[src/rtl/sport_pkg.sv]
package sport_pkg;
    localparam int NCH = 2;

    typedef struct packed {
        logic tx_empty;
        logic rx_ovr;
        logic tx_unr;
        logic tx_repeat;
    } chan_flags_t;
endpackage

[src/rtl/sport_txe.sv]
module sport_txe #(
    parameter int LVL_W = 4
) (
    input  logic             clk,
    input  logic             rst_n,
    input  logic             soft_rst,
    input  logic             active,
    input  logic             fifo_en,
    input  logic [LVL_W-1:0] level,
    input  logic [LVL_W-1:0] wmark,
    input  logic             hold_full,
    output logic             tx_empty
);
    logic empty_d, empty_q;

    always_comb begin
        empty_d = 1'b0;
        if (active && !soft_rst) begin
            if (fifo_en) empty_d = (level <= wmark);
            else         empty_d = !hold_full;
        end
    end

    always_ff @(posedge clk or negedge rst_n) begin
        if (!rst_n) empty_q <= 1'b0;
        else        empty_q <= empty_d;
    end

    assign tx_empty = empty_q;
endmodule

[src/rtl/sport_chan.sv]
module sport_chan
    import sport_pkg::*;
#(
    parameter int LVL_W = 4
) (
    input  logic             clk,
    input  logic             rst_n,
    input  logic             soft_rst,
    input  logic             active,
    input  logic             fifo_en,
    input  logic [LVL_W-1:0] tx_level,
    input  logic [LVL_W-1:0] tx_wmark,
    input  logic             tx_hold_full,
    input  logic             rx_fifo_full,
    input  logic             rx_hold_full,
    input  logic             rx_sr_full,
    input  logic             tx_sr_empty,
    input  logic             tx_en,
    input  logic             slot_hit,
    input  logic             stat_rd,
    output chan_flags_t      flags
);
    chan_flags_t st_d, st_q;
    logic        txe;
    logic        ovr_set, unr_set;

    sport_txe #(.LVL_W(LVL_W)) u_txe (
        .clk      (clk),
        .rst_n    (rst_n),
        .soft_rst (soft_rst),
        .active   (active),
        .fifo_en  (fifo_en),
        .level    (tx_level),
        .wmark    (tx_wmark),
        .hold_full(tx_hold_full),
        .tx_empty (txe)
    );

    always_comb begin
        ovr_set = active && rx_sr_full && (fifo_en ? rx_fifo_full : rx_hold_full);
        unr_set = active && tx_en && tx_sr_empty && txe && slot_hit;

        st_d          = st_q;
        st_d.tx_empty = 1'b0;
        st_d.rx_ovr   = ovr_set || (st_q.rx_ovr && !stat_rd);
        st_d.tx_unr   = unr_set || (st_q.tx_unr && !stat_rd);
        st_d.tx_repeat = unr_set;

        if (!active || soft_rst) begin
            st_d = '0;
        end
    end

    always_ff @(posedge clk or negedge rst_n) begin
        if (!rst_n) st_q <= '0;
        else        st_q <= st_d;
    end

    always_comb begin
        flags          = st_q;
        flags.tx_empty = txe;
    end
endmodule

[src/rtl/sport_irq.sv]
module sport_irq
    import sport_pkg::*;
(
    input  logic           clk,
    input  logic           rst_n,
    input  logic           soft_rst,
    input  logic [NCH-1:0] rx_ovr,
    input  logic [NCH-1:0] tx_unr,
    input  logic           ie_rx_glob,
    input  logic           ie_tx_glob,
    input  logic [NCH-1:0] ie_roe,
    input  logic [NCH-1:0] ie_tue,
    output logic           irq
);
    logic irq_d, irq_q;

    always_comb begin
        irq_d = (ie_rx_glob && |(rx_ovr & ie_roe)) ||
                (ie_tx_glob && |(tx_unr & ie_tue));
        if (soft_rst) irq_d = 1'b0;
    end

    always_ff @(posedge clk or negedge rst_n) begin
        if (!rst_n) irq_q <= 1'b0;
        else        irq_q <= irq_d;
    end

    assign irq = irq_q;
endmodule

[src/rtl/sport_err_status.sv]
module sport_err_status
    import sport_pkg::*;
#(
    parameter  int LVL_W  = 4,
    parameter  int NSLOT  = 4,
    localparam int SLOT_W = (NSLOT > 1) ? $clog2(NSLOT) : 1
) (
    input  logic               clk,
    input  logic               rst_n,
    input  logic               soft_rst,
    input  logic               two_ch,
    input  logic               net_mode,
    input  logic [NCH-1:0]     fifo_en,
    input  logic [NCH*LVL_W-1:0] tx_level,
    input  logic [LVL_W-1:0]   tx_wmark,
    input  logic [NCH-1:0]     tx_hold_full,
    input  logic [NCH-1:0]     rx_fifo_full,
    input  logic [NCH-1:0]     rx_hold_full,
    input  logic [NCH-1:0]     rx_sr_full,
    input  logic [NCH-1:0]     tx_sr_empty,
    input  logic [NCH-1:0]     tx_en,
    input  logic               slot_strobe,
    input  logic [SLOT_W-1:0]  slot_idx,
    input  logic [NSLOT-1:0]   slot_mask,
    input  logic               stat_rd,
    input  logic               ie_rx_glob,
    input  logic               ie_tx_glob,
    input  logic [NCH-1:0]     ie_roe,
    input  logic [NCH-1:0]     ie_tue,
    output logic [NCH-1:0]     tx_empty,
    output logic [NCH-1:0]     rx_ovr,
    output logic [NCH-1:0]     tx_unr,
    output logic [NCH-1:0]     tx_repeat,
    output logic               irq
);
    logic        slot_masked;
    logic        slot_hit;
    chan_flags_t ch_flags [NCH];

    always_comb begin
        slot_masked = net_mode && slot_mask[slot_idx];
        slot_hit    = slot_strobe && !slot_masked;
    end

    for (genvar c = 0; c < NCH; c++) begin : g_ch
        logic ch_active;
        assign ch_active = (c == 0) ? 1'b1 : two_ch;

        sport_chan #(.LVL_W(LVL_W)) u_chan (
            .clk         (clk),
            .rst_n       (rst_n),
            .soft_rst    (soft_rst),
            .active      (ch_active),
            .fifo_en     (fifo_en[c]),
            .tx_level    (tx_level[c*LVL_W +: LVL_W]),
            .tx_wmark    (tx_wmark),
            .tx_hold_full(tx_hold_full[c]),
            .rx_fifo_full(rx_fifo_full[c]),
            .rx_hold_full(rx_hold_full[c]),
            .rx_sr_full  (rx_sr_full[c]),
            .tx_sr_empty (tx_sr_empty[c]),
            .tx_en       (tx_en[c]),
            .slot_hit    (slot_hit),
            .stat_rd     (stat_rd),
            .flags       (ch_flags[c])
        );

        assign tx_empty[c]  = ch_flags[c].tx_empty;
        assign rx_ovr[c]    = ch_flags[c].rx_ovr;
        assign tx_unr[c]    = ch_flags[c].tx_unr;
        assign tx_repeat[c] = ch_flags[c].tx_repeat;
    end

    sport_irq u_irq (
        .clk       (clk),
        .rst_n     (rst_n),
        .soft_rst  (soft_rst),
        .rx_ovr    (rx_ovr),
        .tx_unr    (tx_unr),
        .ie_rx_glob(ie_rx_glob),
        .ie_tx_glob(ie_tx_glob),
        .ie_roe    (ie_roe),
        .ie_tue    (ie_tue),
        .irq       (irq)
    );
endmodule

[config.mk]
export PLATFORM = sky130hd
export DESIGN_NAME = sport_err_status
export DESIGN_NICKNAME = d
export VERILOG_FILES = /design/src/rtl/sport_pkg.sv /design/src/rtl/sport_txe.sv /design/src/rtl/sport_chan.sv /design/src/rtl/sport_irq.sv /design/src/rtl/sport_err_status.sv
export SDC_FILE = /design/constraint.sdc
export NUM_CORES = 1
export LEC_CHECK = 0
export ABC_AREA = 1
export CORE_MARGIN = 4
export CORE_UTILIZATION = 50
export CTS_BUF_LIST = sky130_fd_sc_hd__clkbuf_4 sky130_fd_sc_hd__clkbuf_8
export CTS_CLUSTER_DIAMETER = 80
export CTS_CLUSTER_SIZE = 12
export DETAILED_ROUTE_END_ITERATION = 16
export DONT_BUFFER_PORTS = 1
export HOLD_SLACK_MARGIN = 0.12
export REMOVE_ABC_BUFFERS = 1
export SLEW_MARGIN = 20
export SYNTH_ARGS = -nofsm -noshare
export SYNTH_HDL_FRONTEND = slang
export SYNTH_SLANG_ARGS = --single-unit
[constraint.sdc]
create_clock -name clk -period 1.4 [get_ports clk]
set_input_delay 0.28 -clock clk [delete_from_list [all_inputs] [get_ports clk]]
set_output_delay 0.28 -clock clk [all_outputs]
set_load 0.02 [all_outputs]
== After elaboration in Yosys (flattened, before gate mapping) ==
Index checks and enable logic that the tools add are counted.
Storage, ports and cells
  word-level logic and storage cells: 58
  output and inout port bits: 9
  bits of input ports: 45
  flip-flop bits (word level): 9
Cells by class
  mux-type cells: 11
  reductions and logical operators: 33
  bitwise gates (word level): 2
  $lt $le $gt $ge: 3
Operator list (count)
  $logic_and 1x1->1: 19
  $le 4x4->1: 2
  $mux 1: 8
  $logic_not 1->1: 6
  $logic_or 1x1->1: 6
  $mux 3: 2
  $and 2x2->2: 2
  $reduce_or 2->1: 2
  $lt 2x3->1 const B: 1
  $bmux 1 s2: 1

== Depth between registers and ports, before layout ==
  word-level depth: 8
  depth in mapped cells: 7
  gate-level depth less buffers: 7

== Hierarchy ==
From an unflattened synthesis, not the netlist that was laid out.
Unflattened totals
  cell total of the unflattened synthesis: 122
  area total of the unflattened synthesis: 760.7 um2
Modules (own cells, without submodules)
  sport_chan: instances 2, seq. area each 75.1 um2, area each 166.4 um2, cells an instance 25
  sport_txe: instances 2, seq. area each 25.0 um2, area each 157.7 um2, cells an instance 25
  sport_irq: instances 1, seq. area each 25.0 um2, area each 63.8 um2, cells an instance 10
  sport_err_status: instances 1, seq. area each 0.0 um2, area each 48.8 um2, cells an instance 12

== Worst setup path before layout ==
No wires, ideal clock.
  path type: input port to flip-flop
  start point: input tx_wmark[1]
  end point: register g_ch[0].u_chan.u_txe.empty_q
  cell stages on the path: 7
  path buffers: 0
  required time: 1275 ps
  library setup time: 125 ps
  arrival time: 875 ps
  path slack: 399 ps
  path through: inv_1 ha_1 inv_1 o21bai_1 nand2_1 nand2_1 a21oi_1
On the way
  cells in the longest elaborated chain, start to end: 3
RTL lines
  start: declaration: line sport_err_status.sv:15  | input logic [LVL_W-1:0] tx_wmark,
  $le 4x4->1: line sport_txe.sv:19  | if (fifo_en) empty_d = (level <= wmark);
  $mux 1: line sport_txe.sv:19
  $mux 1: line sport_txe.sv:18  | if (active && !soft_rst) begin
  net g_ch[0].u_chan.u_txe.empty_d: line sport_txe.sv:14  | logic empty_d, empty_q;
  end signal: assignment: line sport_txe.sv:26  | else empty_q <= empty_d;
  end: declaration: line sport_txe.sv:14
The timed path passes the listed nets, and every way through them passes these cells.

== Worst setup path after layout ==
  start point: register g_ch[1].u_chan.st_q (netlist bit g_ch[1].u_chan.flags[1])
  end point: output tx_unr[1]
RTL lines
  start: declaration: line sport_chan.sv:23  | chan_flags_t st_d, st_q;
  start signal: assignment: line sport_chan.sv:56  | else st_q <= st_d;
  end: declaration: line sport_err_status.sv:32  | output logic [NCH-1:0] tx_unr,
No word-level cell between the ends.

==> results.tsv <==
stage	metric	value	unit
synth	syn_inst	91	
grt	grt_overflow	0	
placed_design	post-dp-hpwl	1.226	mm
synth	synthTopCellsByCount	25 x nand2_1, 16 x inv_1, 9 x dfrtp_1, 8 x ha_1, 7 x nand3_1	
die	core	0.001186	mm²
finish	stdcell_area	724.4	µm²
grt	antenna_found_initial	0	
clocking	clk_pin_slew	60	ps
pwr	p_leak	0.4399	nW
die	fp-row-count	12	
route	viasPerCell	5.257	
pwr	ir_worst_vdd	0.4181	mV
pwr	clkPwrFrac	0.364	
route	avgRoutedWirePerCell	12.76	µm
synth	yosys_register_bits	9	
timing	slew_violations	0	
timing	hold_viol	0	
clocking	cts_made_buffers	3	
route	num_vias	573	
synth	synth_warnings	0	
grt	track_usage	0.1517	
die	die_w	44.66	µm
setup_path	critPathMaxFanout	3	
synth	async_flop_share	1.000	
pwr	power.density	835.9	mW/mm²
synth	yosysTopAreaCellShare	0.3352	
setup_path	end_kind	primary output	
timing	fmax	971.6	MHz
route	drt_wl_total	1.391	mm
die	dieArea	0.001994	mm²
setup_path	arrival	750	ps
route	ant_nets	0	
finish	area_growth	7.821	%
finish	drive_gt1_frac	0.1158	
setup_path	r2r_setup_slack	480	ps
synth	yosysSeqAreaShare	0.3352	
pwr	switching_share	0.2713	
clocking	insertion_delay	260	ps
synth	yosysUniqueCellTypes	16	
synth	yosys.area.top_type	dfrtp_1	
die	initial_core_util	0.5665	
clocking	cts_max_path_buffers	2	
timing	maxSlewHeadroom	0.7176	
clocking	cts_tree	yes	
min_path	hp-start	ie_rx_glob	
setup_path	r2r_start	g_ch[1].u_chan.u_txe.tx_empty$_DFF_PN0_	
pwr	net-switching-power	0.1643	mW
synth	avgSynthCellArea	7.383	µm²
status	status	completed	
timing	setup_violations	0	
setup_path	crit_required	1120	ps
route	drt-initial-drc-count	4	
setup_path	path_class	reg -> out	
grt	grt_pass1_vias	562	
flow_run	cap_violations	0	
timing	rsz0062_at_grt	false	
timing	min_period	1029	ps
clocking	h-tree-depth	1	
timing	period_share	0.7352	
setup_path	crit_start	g_ch[1].u_chan.flags[1]$_DFF_PN0_	
grt	grt_max_degree	10	
timing	fin_setup_tns	0	ps
pwr	combinationalPowerShare	0.163	
placed_design	place_area	674.4	µm²
route	drc	0	
synth	yosys-top-cells-area	dfrtp_1 34%, ha_1 15%, nand2_1 14%, inv_1 8.9%, nand3_1 5.2%	
placed_design	gp_congestion	0.6860	
die	fp.dieH	44.66	µm
synth	yosysMostFrequentCell	nand2_1	
timing	final.setup_skew	3.258	ps
route	dr.pass1.iters	3	
min_path	hp-class	in -> reg	
pwr	p_int	0.4413	mW
clocking	clock-sinks	9	
timing	whs	149.7	ps
pwr	seqPwrFrac	0.473	
timing	tightest_slew	422.2	ps
synth	synth_edf_count	0	
synth	synthFlopType	dfrtp_1	
finish	utilization	0.6108	
placed_design	portBuffers	0	
finish	final_nets	149	
clocking	root_buffer	clkbuf_4	
pwr	finalPower	0.6056	mW
grt	grt_pass1_wl	2.221	mm
synth	syn-cell-area	671.9	µm²
finish	insertedDiodeCount	0	
setup_path	cp-start-kind	flip-flop	
die	pin_count	54	
==> power by group through the flow <==
| stage | Combinational (mW) | Sequential [mW] | Clock [mW] |
|---|---|---|---|
| 6_report | 0.0988 | 0.286 | 0.221 |
| 5_1_grt | 0.120 | 0.287 | 0.243 |
| 4_1_cts | 0.101 | 0.286 | 0.225 |
| 3_5_place_dp | 0.0912 | 0.291 | 0 |
| 3_3_place_gp | 0.0886 | 0.292 | 0 |
| 2_1_floorplan | 0.0764 | 0.290 | 0 |
==> logic make-up (layout without fill, tap and decap cells) <==
logic type / count (synthesis) / in the layout / synth area share
compound gates: 13 / 13 / 0.1154
fa+ha+maj: 8 / 8 / 0.1490
buf+inv: 20 / 24 / 0.1229
flops: 9 / 9 / 0.3352
simple gates: 41 / 41 / 0.2775
==> final cells by class <==
| class | count | area, µm² |
|---|---|---|
| multi-input cells | 62 | 364.1 |
| clock buffers | 4 | 30.03 |
| inverters | 18 | 67.56 |
| flip-flops and latches | 9 | 225.2 |
| fillers | 118 | 461.7 |
| repair buffers | 2 | 20.02 |
| well taps | 14 | 17.52 |
==> registers in the layout, indices dropped and copies added (netlist names) <==
signal	count
g_ch.u_chan.flags	6
g_ch.u_chan.u_txe.tx_empty	2
u_irq.irq	1
==> through the flow <==
| stage | worst slack (ps) | std cells |
|---|---|---|
| after floorplan | 399.3 | 89 |
| after global placement | 356.6 | 103 |
| after detailed placement | 332.5 | 103 |
| after CTS | 367.0 | 109 |
| after global routing | 327.0 | 109 |
| final | 370.7 | 109 |
==> timing repair <==
item,in CTS,in global routing
setup buffers,0,0
resized for setup,0,0
hold buffers,2,0
setup endpoints to repair,0,0
endpoints found under the hold margin,10,0
==> cell usage in the layout (no fill, tap or decap) <==
| master | count |
|---|---|
| o21a_1 | 1 |
| o31ai_1 | 1 |
| inv_1 | 16 |
| a21oi_1 | 6 |
| dlygate4sd3_1 | 2 |
| dfrtp_1 | 9 |
| a31oi_1 | 2 |
| o21bai_1 | 2 |
| nand2_1 | 25 |
| nand3_1 | 7 |
| clkbuf_4 | 4 |
| nand3_2 | 3 |
| ha_1 | 8 |
| o21ai_0 | 1 |
| nand2_2 | 2 |
| inv_2 | 2 |
| nor2_1 | 4 |
==> final timing paths <==
check,to,cells after the start
min reg2reg,g_ch[1].u_chan.flags[2]$_DFF_PN0_,2
min in group asynchronous,u_irq.irq$_DFF_PN0_,1
min,u_irq.irq$_DFF_PN0_,2
max in group asynchronous,g_ch[1].u_chan.u_txe.tx_empty$_DFF_PN0_,1
max,tx_unr[1],0
max reg2reg,g_ch[1].u_chan.flags[1]$_DFF_PN0_,4
==> routing by layer <==
| metal | track usage | vias to the layer above | routed length (µm) |
|---|---|---|---|
| li1 | - | 297 | - |
| met1 | 0.1683 | 243 | 503 |
| met2 | 0.2665 | 31 | 741 |
| met3 | 0.04878 | 2 | 138 |
| met4 | 0.05422 | 0 | 7 |
| met5 | 0 | - | 0 |
Power figures use the tool's default switching activity.
